==> src/rtl/sclk_pkg.sv <==
// Shared definitions for the serial clock generator.
// Assumes: a two-bit park selection code, as decoded by sclk_mode_ctrl.
package sclk_pkg;

    // Park selection code applied on the cfg_freeze port.
    typedef enum logic [1:0] {
        PARK_NONE = 2'b00,
        PARK_LOW  = 2'b01,
        PARK_HIGH = 2'b10,
        PARK_NONE2 = 2'b11
    } park_sel_e;

endpackage

==> src/rtl/sclk_phase_timer.sv <==
// Counts the bus cycles of the current serial-clock phase.
// Does: holds a latched phase length and a counter; signals the last cycle.
// Assumes: restart takes priority over hold; the length is loaded only at
// phase start (done and not held), at restart or at reset.
module sclk_phase_timer #(
    parameter int CNT_W = 8
) (
    input  logic             clk,
    input  logic             rst_n,
    input  logic [CNT_W-1:0] init_len,
    input  logic             restart,
    input  logic             hold,
    input  logic [CNT_W-1:0] load_len,
    output logic             done
);

    logic [CNT_W-1:0] cnt_q;
    logic [CNT_W-1:0] len_q;

    // Last cycle of the phase when the counter reaches the latched length.
    assign done = (cnt_q == len_q);

    // Counter and length register update.
    always_ff @(posedge clk) begin
        if (!rst_n) begin
            cnt_q <= '0;
            len_q <= init_len;
        end else if (restart) begin
            cnt_q <= '0;
            len_q <= load_len;
        end else if (hold) begin
            cnt_q <= cnt_q;
            len_q <= len_q;
        end else if (done) begin
            cnt_q <= '0;
            len_q <= load_len;
        end else begin
            cnt_q <= cnt_q + 1'b1;
        end
    end

    // the count never passes the latched phase length.
    a_r3_cnt_within_len: assert property (@(posedge clk) disable iff (!rst_n)
        cnt_q <= len_q);

    // the latched length only changes at a phase start or restart.
    a_r4_len_stable_mid_phase: assert property (@(posedge clk) disable iff (!rst_n)
        (!done && !restart) |=> $stable(len_q));

endmodule

==> src/rtl/sclk_mode_ctrl.sv <==
// Decides, every cycle, whether the serial clock toggles, is parked, is
// paused, or inserts a turnaround low phase.
// Assumes: level is the present serial clock value; done comes from the
// phase timer; turn_evt is a single-cycle pulse.
module sclk_mode_ctrl
    import sclk_pkg::*;
(
    input  logic      clk,
    input  logic      rst_n,
    input  park_sel_e park_sel,
    input  logic      stop_req,
    input  logic      turn_evt,
    input  logic      level,
    input  logic      done,
    output logic      parked,
    output logic      toggle,
    output logic      stretch_now
);

    logic pend_q;
    logic boundary;

    // Parked when the requested park level has been reached.
    always_comb begin
        unique case (park_sel)
            PARK_LOW:  parked = !level;
            PARK_HIGH: parked = level;
            default:   parked = 1'b0;
        endcase
    end

    // A phase ends when its count is done and nothing holds the clock.
    assign boundary    = done && !parked && !stop_req;
    assign stretch_now = boundary && !level && pend_q;
    assign toggle      = boundary && !stretch_now;

    // Remembers a pending turnaround until an extra low phase is spent.
    always_ff @(posedge clk) begin
        if (!rst_n) begin
            pend_q <= 1'b0;
        end else if (turn_evt) begin
            pend_q <= 1'b1;
        end else if (stretch_now) begin
            pend_q <= 1'b0;
        end
    end

    // a pending turnaround never lets the clock rise.
    a_r11_no_rise_while_pending: assert property (@(posedge clk) disable iff (!rst_n)
        (pend_q && !level) |-> !toggle);

    // a pause request never allows a toggle.
    a_r10_stop_blocks_toggle: assert property (@(posedge clk) disable iff (!rst_n)
        stop_req |-> !toggle);

endmodule

==> src/rtl/sclk_edge_out.sv <==
// Holds the serial clock level and produces the rise/fall strobes.
// Does: the output comes straight from a flop, so it cannot glitch; the
// strobes are registered alongside it and mark the first cycle of a level.
// Assumes: toggle is a single-cycle decision from sclk_mode_ctrl.
module sclk_edge_out (
    input  logic clk,
    input  logic rst_n,
    input  logic toggle,
    output logic level,
    output logic rise_en,
    output logic fall_en
);

    // Level register and edge strobes.
    always_ff @(posedge clk) begin
        if (!rst_n) begin
            level   <= 1'b0;
            rise_en <= 1'b0;
            fall_en <= 1'b0;
        end else begin
            level   <= level ^ toggle;
            rise_en <= toggle && !level;
            fall_en <= toggle && level;
        end
    end

endmodule

==> src/rtl/sclk_gen.sv <==
// Top of the programmable serial clock generator.
// Does: builds the serial clock from separate high/low lengths, with park,
// pause and turnaround-stretch controls, plus edge strobes.
// Assumes: all inputs are synchronous to clk; the reset is synchronous and
// active low.
module sclk_gen #(
    parameter int CNT_W = 8
) (
    input  logic             clk,
    input  logic             rst_n,
    input  logic [CNT_W-1:0] cfg_high_len,
    input  logic [CNT_W-1:0] cfg_low_len,
    input  logic [1:0]       cfg_freeze,
    input  logic             turn_evt,
    input  logic             stop_req,
    output logic             sclk_out,
    output logic             rise_en,
    output logic             fall_en
);
    import sclk_pkg::*;

    park_sel_e        park_sel;
    logic             level;
    logic             done;
    logic             parked;
    logic             toggle;
    logic             stretch_now;
    logic [CNT_W-1:0] next_len;

    assign park_sel = park_sel_e'(cfg_freeze);
    assign sclk_out = level;

    // Choose the length of the phase that starts next.
    always_comb begin
        if (parked) begin
            next_len = level ? cfg_high_len : cfg_low_len;
        end else if (!level && !stretch_now) begin
            next_len = cfg_high_len;
        end else begin
            next_len = cfg_low_len;
        end
    end

    sclk_phase_timer #(.CNT_W(CNT_W)) i_timer (
        .clk      (clk),
        .rst_n    (rst_n),
        .init_len (cfg_low_len),
        .restart  (parked),
        .hold     (stop_req),
        .load_len (next_len),
        .done     (done)
    );

    sclk_mode_ctrl i_ctrl (
        .clk         (clk),
        .rst_n       (rst_n),
        .park_sel    (park_sel),
        .stop_req    (stop_req),
        .turn_evt    (turn_evt),
        .level       (level),
        .done        (done),
        .parked      (parked),
        .toggle      (toggle),
        .stretch_now (stretch_now)
    );

    sclk_edge_out i_edge (
        .clk     (clk),
        .rst_n   (rst_n),
        .toggle  (toggle),
        .level   (level),
        .rise_en (rise_en),
        .fall_en (fall_en)
    );

    // rise strobe only in the first cycle of a high level.
    a_r5_rise_aligned: assert property (@(posedge clk) disable iff (!rst_n)
        rise_en |-> (sclk_out && !$past(sclk_out)));

    // fall strobe only in the first cycle of a low level.
    a_r5_fall_aligned: assert property (@(posedge clk) disable iff (!rst_n)
        fall_en |-> (!sclk_out && $past(sclk_out)));

    // a pause keeps the clock level.
    a_r10_stop_holds: assert property (@(posedge clk) disable iff (!rst_n)
        stop_req |=> $stable(sclk_out));

    // once low under a park-low request, the clock stays low.
    a_r6_park_low_holds: assert property (@(posedge clk) disable iff (!rst_n)
        (cfg_freeze == 2'b01 && !sclk_out) |=> !sclk_out);

    // once high under a park-high request, the clock stays high.
    a_r7_park_high_holds: assert property (@(posedge clk) disable iff (!rst_n)
        (cfg_freeze == 2'b10 && sclk_out) |=> sclk_out);

    // outputs are quiet in reset.
    a_r1_reset_quiet: assert property (@(posedge clk)
        !rst_n |=> (!sclk_out && !rise_en && !fall_en));

endmodule

==> config.mk <==
export PLATFORM = sky130hd
export DESIGN_NAME = sclk_gen
export DESIGN_NICKNAME = d
export VERILOG_FILES = /design/src/rtl/sclk_pkg.sv /design/src/rtl/sclk_phase_timer.sv /design/src/rtl/sclk_mode_ctrl.sv /design/src/rtl/sclk_edge_out.sv /design/src/rtl/sclk_gen.sv
export SDC_FILE = /design/constraint.sdc
export NUM_CORES = 1
export LEC_CHECK = 0
export ABC_AREA = 0
export CAP_MARGIN = 20
export CORE_UTILIZATION = 30
export DETAILED_ROUTE_END_ITERATION = 8
export PLACE_DENSITY = 0.56
export SLEW_MARGIN = 20
export SYNTH_ARGS = -nofsm -noshare
export SYNTH_HDL_FRONTEND = slang
export SYNTH_SLANG_ARGS = --single-unit
export TNS_END_PERCENT = 100
==> constraint.sdc <==
create_clock -name clk -period 2.8 [get_ports clk]
set_clock_uncertainty 0.15 [all_clocks]
set_input_delay 0.56 -clock clk [delete_from_list [all_inputs] [get_ports clk]]
set_output_delay 0.56 -clock clk [all_outputs]
set_load 0.05 [all_outputs]
-- Word-level counts from Yosys, hierarchy flattened
Index checks and enable logic that the tools add are counted.
- add/sub/neg operators: 1
- eq/ne operators: 5
- multiplexer cells: 11
- bitwise operators: 2
- reductions and logical operators: 15
- operator list (cell ; number):
    8-bit 2-to-1 mux ; 8
    8-bit by 1-bit adder with 8-bit output (second input constant) ; 1
    8-bit equality test ; 1
    1-bit logical AND ; 8
    1-bit zero test ; 4
    3-bit by 1-bit != test with 1-bit output (second input constant) ; 1
    3-bit by 2-bit != test with 1-bit output (second input constant) ; 1
    2-bit by 1-bit equality test with 1-bit output (second input constant) ; 1
    2-bit equality test (second input constant) ; 1
    1-bit 2-to-1 mux ; 2
    1-bit one-hot mux with 2 select lines ; 1
    2-bit AND reduction ; 1
    2-bit nonzero test ; 1
    2-bit OR reduction ; 1
    1-bit NOT ; 1
    1-bit XOR ; 1
- bits in registers: 20
- input port bits: 22
- output and inout port bits: 3

-- Longest topological paths before layout
Gate-level depths: netlist of run 1.
- depth in word-level cells: 15
- mapped depth: 6

-- Cells and area by module
Synthesis of run 1 repeated with hierarchy kept, for this count alone.
- cell total of the unflattened synthesis: 95
- area, all modules: 1103.6 um^2
- modules (own cells, without submodules) (module ; times used ; cells an instance ; area an instance (um^2)):
    sclk_phase_timer ; 1 ; 65 ; 780.7
    sclk_gen ; 1 ; 10 ; 116.4
    sclk_edge_out ; 1 ; 9 ; 115.1
    sclk_mode_ctrl ; 1 ; 11 ; 91.3

-- Worst setup path after synthesis of run 1
Ideal clock, no wire load.
- path kind: in2reg
- start point: input port stop_req
- end point: register i_timer.len_q[0], data pin
- setup time: 260 ps
- arrival: 1647 ps
- slack: 743 ps
- stages on the path: 4
- buffers on the path: 0
- cells stage by stage: nor4_1 nand4_1 o21ai_4 mux2_2
- word-level cells in the longest chain between the ends: 12
- ends and longest elaborated chain (item ; line ; text):
    start: declaration ; sclk_gen.sv:15 ; input logic stop_req,
    1-bit zero test * ; sclk_mode_ctrl.sv:33 ; assign boundary = done && !parked && !stop_req;
    1-bit logical AND * ; sclk_mode_ctrl.sv:33 ;
    1-bit logical AND * (2 in a row) ; sclk_mode_ctrl.sv:34 ; assign stretch_now = boundary && !level && pend_q;
    1-bit zero test * ; sclk_gen.sv:37 ; end else if (!level && !stretch_now) begin
    1-bit logical AND * ; sclk_gen.sv:37 ;
    8-bit 2-to-1 mux * ; sclk_gen.sv:37 ;
    8-bit 2-to-1 mux * ; sclk_gen.sv:35 ; if (parked) begin
    8-bit 2-to-1 mux ; sclk_phase_timer.sv:34 ; end else if (done) begin
    8-bit 2-to-1 mux ; sclk_phase_timer.sv:31 ; end else if (hold) begin
    8-bit 2-to-1 mux * ; sclk_phase_timer.sv:28 ; end else if (restart) begin
    8-bit 2-to-1 mux * ; sclk_phase_timer.sv:25 ; if (!rst_n) begin
    end signal: assignment ; sclk_phase_timer.sv:27 ; len_q <= init_len;
    end signal: assignment ; sclk_phase_timer.sv:30 ; len_q <= load_len;
    end signal: assignment ; sclk_phase_timer.sv:33 ; len_q <= len_q;
    end: declaration ; sclk_phase_timer.sv:18 ; logic [CNT_W-1:0] len_q;
Every way passes the cells marked *; elsewhere a longest branch is shown, timed or not. The select of a mux whose other input is x is not followed.
A chain may end at the register's enable or synchronous reset.

-- Worst setup path after layout of run 1
- start point: input port stop_req
- end point: register i_edge.level
- word-level cells in the longest chain between the ends: 7
- ends and longest elaborated chain (item ; line ; text):
    1-bit zero test * ; sclk_mode_ctrl.sv:33 ;
    1-bit logical AND * ; sclk_mode_ctrl.sv:33 ;
    1-bit logical AND (2 in a row) ; sclk_mode_ctrl.sv:34 ;
    1-bit zero test ; sclk_mode_ctrl.sv:35 ; assign toggle = boundary && !stretch_now;
    1-bit logical AND * ; sclk_mode_ctrl.sv:35 ;
    1-bit XOR * ; sclk_edge_out.sv:21 ; level <= level ^ toggle;
    end signal: assignment ; sclk_edge_out.sv:21 ;
    end: declaration ; sclk_edge_out.sv:9 ; output logic level,
Every way passes the cells marked *; elsewhere a longest branch is shown, timed or not.

==> results of run 1 <==
cells in the mapped netlist:
| library cell | count | area, um^2 |
|---|---|---|
| nor4_1 | 1 | 6.26 |
| maj3_1 | 1 | 10.0 |
| mux2_2 | 7 | 78.8 |
| nor2b_1 | 1 | 6.26 |
| dfxtp_1 | 12 | 240 |
| edfxtp_1 | 8 | 240 |
| nand2_1 | 4 | 15.0 |
| and4b_1 | 1 | 10.0 |
| nor2_1 | 11 | 41.3 |
| and2_1 | 2 | 12.5 |
| or3b_2 | 1 | 8.76 |
| nor3_1 | 2 | 10.0 |
| nand3_1 | 1 | 5.00 |
| o21ai_4 | 1 | 16.3 |
| buf_6 | 1 | 11.3 |
| and3_1 | 3 | 18.8 |
| mux2i_1 | 1 | 10.0 |
| nor3b_1 | 1 | 7.51 |
| mux2_1 | 1 | 11.3 |
| nand4_1 | 1 | 6.26 |
| xor2_1 | 8 | 70.1 |
| ha_1 | 3 | 37.5 |
| o21ai_0 | 1 | 5.00 |
| o22ai_1 | 1 | 6.26 |
| inv_1 | 3 | 11.3 |
| xnor2_1 | 7 | 61.3 |
area by class of cell:
| cell class | instances | share of cell area [%] |
|---|---|---|
| Sequential cell | 20 | 37.2 |
| Multi-Input combinational cell | 60 | 35.2 |
| Inverter | 3 | 0.873 |
| Tap cell | 44 | 4.27 |
| Timing Repair Buffer | 27 | 20.4 |
| Clock buffer | 4 | 2.04 |
metal layers:
layer / global-route usage, % / vias up / part of all wire [%]
met4: 4.08 / 0 / 0.69
li1: - / 350 / -
met2: 21.2 / 11 / 51
met3: 3.96 / 2 / 3.3
met5: 0 / - / 0
met1: 13.5 / 322 / 45
kinds of logic (layout without fill, tap and decap cells):
| logic type | count (synthesis) | after routing | share of synthesized area (%) |
|---|---|---|---|
| compound gates | 3 | 3 | 2.88 |
| flops | 20 | 20 | 50.2 |
| simple gates | 29 | 29 | 15.4 |
| fa+ha+maj | 4 | 4 | 4.97 |
| buf+inv | 4 | 34 | 2.35 |
| mux | 9 | 9 | 10.5 |
| xor+xnor | 15 | 15 | 13.7 |
where the power goes:
group	leakage (nW)	internal, mW	switching, mW
registers	0.177	0.319	0.00795
clock network	0.0150	0.0555	0.0867
logic	0.314	0.0493	0.0269
critical path, cell delays in order:
cell	delay, ns
clkdlybuf4s50_1	0.43
nor4_1	0.29
nand4_1	0.21
buf_4	0.19
nor3b_1	0.32
ha_1	0.30
nor2_1	0.10
per-stage QoR:
step	hold slack, ns	instance area [um^2]	utilization (%)
2_1_floorplan	0.324	957	-
3_3_place_gp	0.349	1260	41.7
3_5_place_dp	0.357	1260	41.7
4_1_cts	0.386	1290	42.6
5_1_grt	0.434	1290	42.6
6_report	0.382	1290	42.6
path summary, 6_finish.rpt:
| kind | cells after the start | from | end |
|---|---|---|---|
| worst min-delay path | 2 | i_ctrl.pend_q | i_ctrl.pend_q |
| worst max register to register | 7 | i_timer.len_q[2] | i_edge.level |
| worst min register to register | 2 | i_ctrl.pend_q | i_ctrl.pend_q |
| worst max-delay path | 7 | stop_req | i_edge.level |
flip-flops by register name (all words and copies together), names as in the netlist:
signal,flops
i_timer.len_q,8
i_edge.fall_en,1
i_ctrl.pend_q,1
i_edge.level,1
i_edge.rise_en,1
i_timer.cnt_q,8
==> metrics.cfg, run 1 <==
[synthesis]
syn-num-nets=109
synthCells=84
synth.avg_cell_area_um2=11.4
ys_ff_latch=20
yosysWarnings=0
synth_cell_types=26
synthesis.area_um2=957
synth-seq-area-share_pct=50.2

[routing]
wl_mm=1.75
ant_nets=0
num_vias=685
first_pass_iters=2
drt_iter0_markers=15
wire_per_inst_um=11.1
route.detailed.drc=0
via_per_inst=4.34

[floorplan]
die_area_um2=3420
initial_core_util_pct=31.6
rows=20
die_w_um=58.5
pin_count=25
die_y_um=58.5
coreArea_um2=3030

[cts]
insertion_delay_ns=0.30
hold_buffers=0
cts_resized=0
post_cts_buffers=0
clk_pin_slew_ns=0.11
numCtsBuffers=3
clock_path_buffers=2
cts_root_buf=clkbuf_4
ctsHtreeMaxLevel=1
cts.sinks=20
cts_tree=built

[setup_path]
arrival_ns=2.40
cp-end-kind=flip-flop
required_ns=2.89
worst-setup-path-type=input port to flip-flop
rrSetupSlack_ns=0.66
cp_max_fo=3
worstSetupStartpointType=input port

[layout]
final_common_cell=clkdlybuf4s50_1
diodes=0
multi_input_area_um2=454
regArea_um2=480
fin_nets=140
final.fill_count=300
final_layout_size_suffix_gt1_share_pct=13.2
final_cell_mix=clkdlybuf4s50_1, dfxtp_1, nor2_1, xor2_1, edfxtp_1
fin_cells=158
area_growth_pct=34.8

[hold_path]
hold_class=flip-flop to flip-flop

[timing]
tightestPinTransition_ns=0.495
maxSlewHeadroom_pct=66.9
period_needed_ns=2.31
tns_ns=0
max_freq_mhz=434
maxSlewViolCount=0
fin_crit_sh_pct=82.3
setup_viol=0
fin_ws_ns=0.494
hold_viol=0
grt_setup_unrepaired=false

[pwr]
leakage_nw=0.506
power_density_nw_per_um2=423
total_power_uw=546
ir_drop_uv=227

[global_routing]
grt_pass1_wl_mm=3.03
grt_overflow=0
grt_pass1_vias=698
grt_max_degree=15
grt_usage_pct=12.0
antenna_found_initial=0

[placement]
dp_hpwl_mm=1.36
gp_congestion=0.684
portBuffers=24
dp.cells=154
pre_cts_ws_ns=0.148

[job]
maxCapViolCount=0

[run_status]
status=completed

(Power assumes the default switching activity.)
==> inputs of run 2 (changes only) <==
- PLACE_DENSITY: 0.56 -> 0.58
- clock period: 2.8 -> 1.9 ns (I/O delays scaled with it)
==> run 2 against run 1 <==
Compared with the run above:
- the flow now finishes with violations (setup timing)
- core utilization grew 6.3 points
- setup slack lost 0.67 ns
- combinational power up 100%
- critical path type unchanged
- critical endpoint is now i_timer.len_q[5]
==> metrics.cfg, run 2 (same netlist as run 1, synthesis figures left out) <==
[pwr]
total_power_uw=848
ir_drop_uv=376
power_density_nw_per_um2=572
leakage_nw=0.643

[timing]
maxSlewHeadroom_pct=73.3
tns_ns=-2.31
grt_setup_unrepaired=true
holdWs_ns=0.385
maxSlewViolCount=0
max_freq_mhz=482
period_needed_ns=2.08
setup_viol=25
tightestPinTransition_ns=0.401
fin_ws_ns=-0.176
fin_crit_sh_pct=109
hold_viol=0

[routing]
ant_nets=0
num_vias=739
route.detailed.drc=0
wire_per_inst_um=11.1
via_per_inst=4.22
first_pass_iters=4
wl_mm=1.95
drt_iter0_markers=14

[placement]
portBuffers=24
gp_congestion=0.698
dp_hpwl_mm=1.47
pre_cts_ws_ns=-0.551
placed_cell_area_um2=1360
dp.cells=168

[floorplan]
coreArea_um2=3030
pin_count=25
die_y_um=58.5
die_w_um=58.5
rows=20
initial_core_util_pct=31.6
die_area_um2=3420

[cts]
clk_pin_slew_ns=0.11
cts_root_buf=clkbuf_4
cts_tree=built
ctsHtreeMaxLevel=1
insertion_delay_ns=0.31
clock_path_buffers=2
numCtsBuffers=3
cts.sinks=20
hold_buffers=0

[layout]
final_cell_mix=clkdlybuf4s50_1, buf_4, dfxtp_1, nor2_1
area_growth_pct=54.8
final_layout_size_suffix_gt1_share_pct=29.8
diodes=0
fin_util_pct=48.9
reg_top3=i_timer.cnt_q x8, i_timer.len_q x8
final_common_cell=clkdlybuf4s50_1
fin_cells=175
fin_area_um2=1480
fin_nets=157

[run_status]
violations=setup timing
status=complete, but fails checks

[global_routing]
grt_pass1_vias=734
grt_max_degree=12
antenna_found_initial=0
grt_overflow=0
grt_usage_pct=12.7
grt_pass1_wl_mm=3.20

[setup_path]
worst-setup-path-type=input port to flip-flop
required_ns=1.81
rr_startpoint=i_timer.len_q[1]
worstSetupStartpointType=input port
critPathLaunch=stop_req
arrival_ns=1.99
cp_max_fo=4
cp-end-kind=flip-flop

[hold_path]
worstHoldStart=i_ctrl.pend_q
hold_class=flip-flop to flip-flop

[job]
maxCapViolCount=0

-- run 2: final cells by class --
type                       instances  area [um^2]
clock buffer                       3         22.5
timing repair buffer              43          390
clock inverter                     1         3.75
fill                             293         1550
multi-input combinational         61          518
sequential                        20          480
tap                               44         55.1
inverter                           3         11.3
-- run 2: per-layer routing --
layer	track usage [%]	share of wire, %
met1	14.9	43
met2	22.8	51
met3	4.40	5.2
met4	2.04	0.67
met5	0	0
-- run 2: path summary, 6_finish.rpt --
check                                        end  slack, ns  cells past startpoint
worst min register to register     i_ctrl.pend_q       0.38                      2
worst min-delay path               i_ctrl.pend_q       0.38                      2
worst max register to register  i_timer.len_q[5]      -0.15                      6
worst max-delay path            i_timer.len_q[5]      -0.18                      6
-- run 2: report_power, final --
part	switching, mW	internal, mW	leakage (nW)
clock	0.137	0.0767	0.0154
sequential	0.00947	0.470	0.177
combinational	0.0524	0.102	0.450
total	0.199	0.649	0.643
-- run 2: repair_timing --
action / in CTS / in global routing
endpoints found under the hold margin: 0 / 0
setup buffers: 2 / 0
pin swaps: 12 / 2
resized for setup: 17 / 1
endpoints found under the setup margin: 27 / 27
cloned: 1 / 0
-- run 2: worst max-delay path: stages --
cell and delay (ns):
clkdlybuf4s50_1 0.45, nor4_2 0.28, nand4_1 0.22, o21ai_4 0.21, buf_6 0.15, mux2_4 0.29
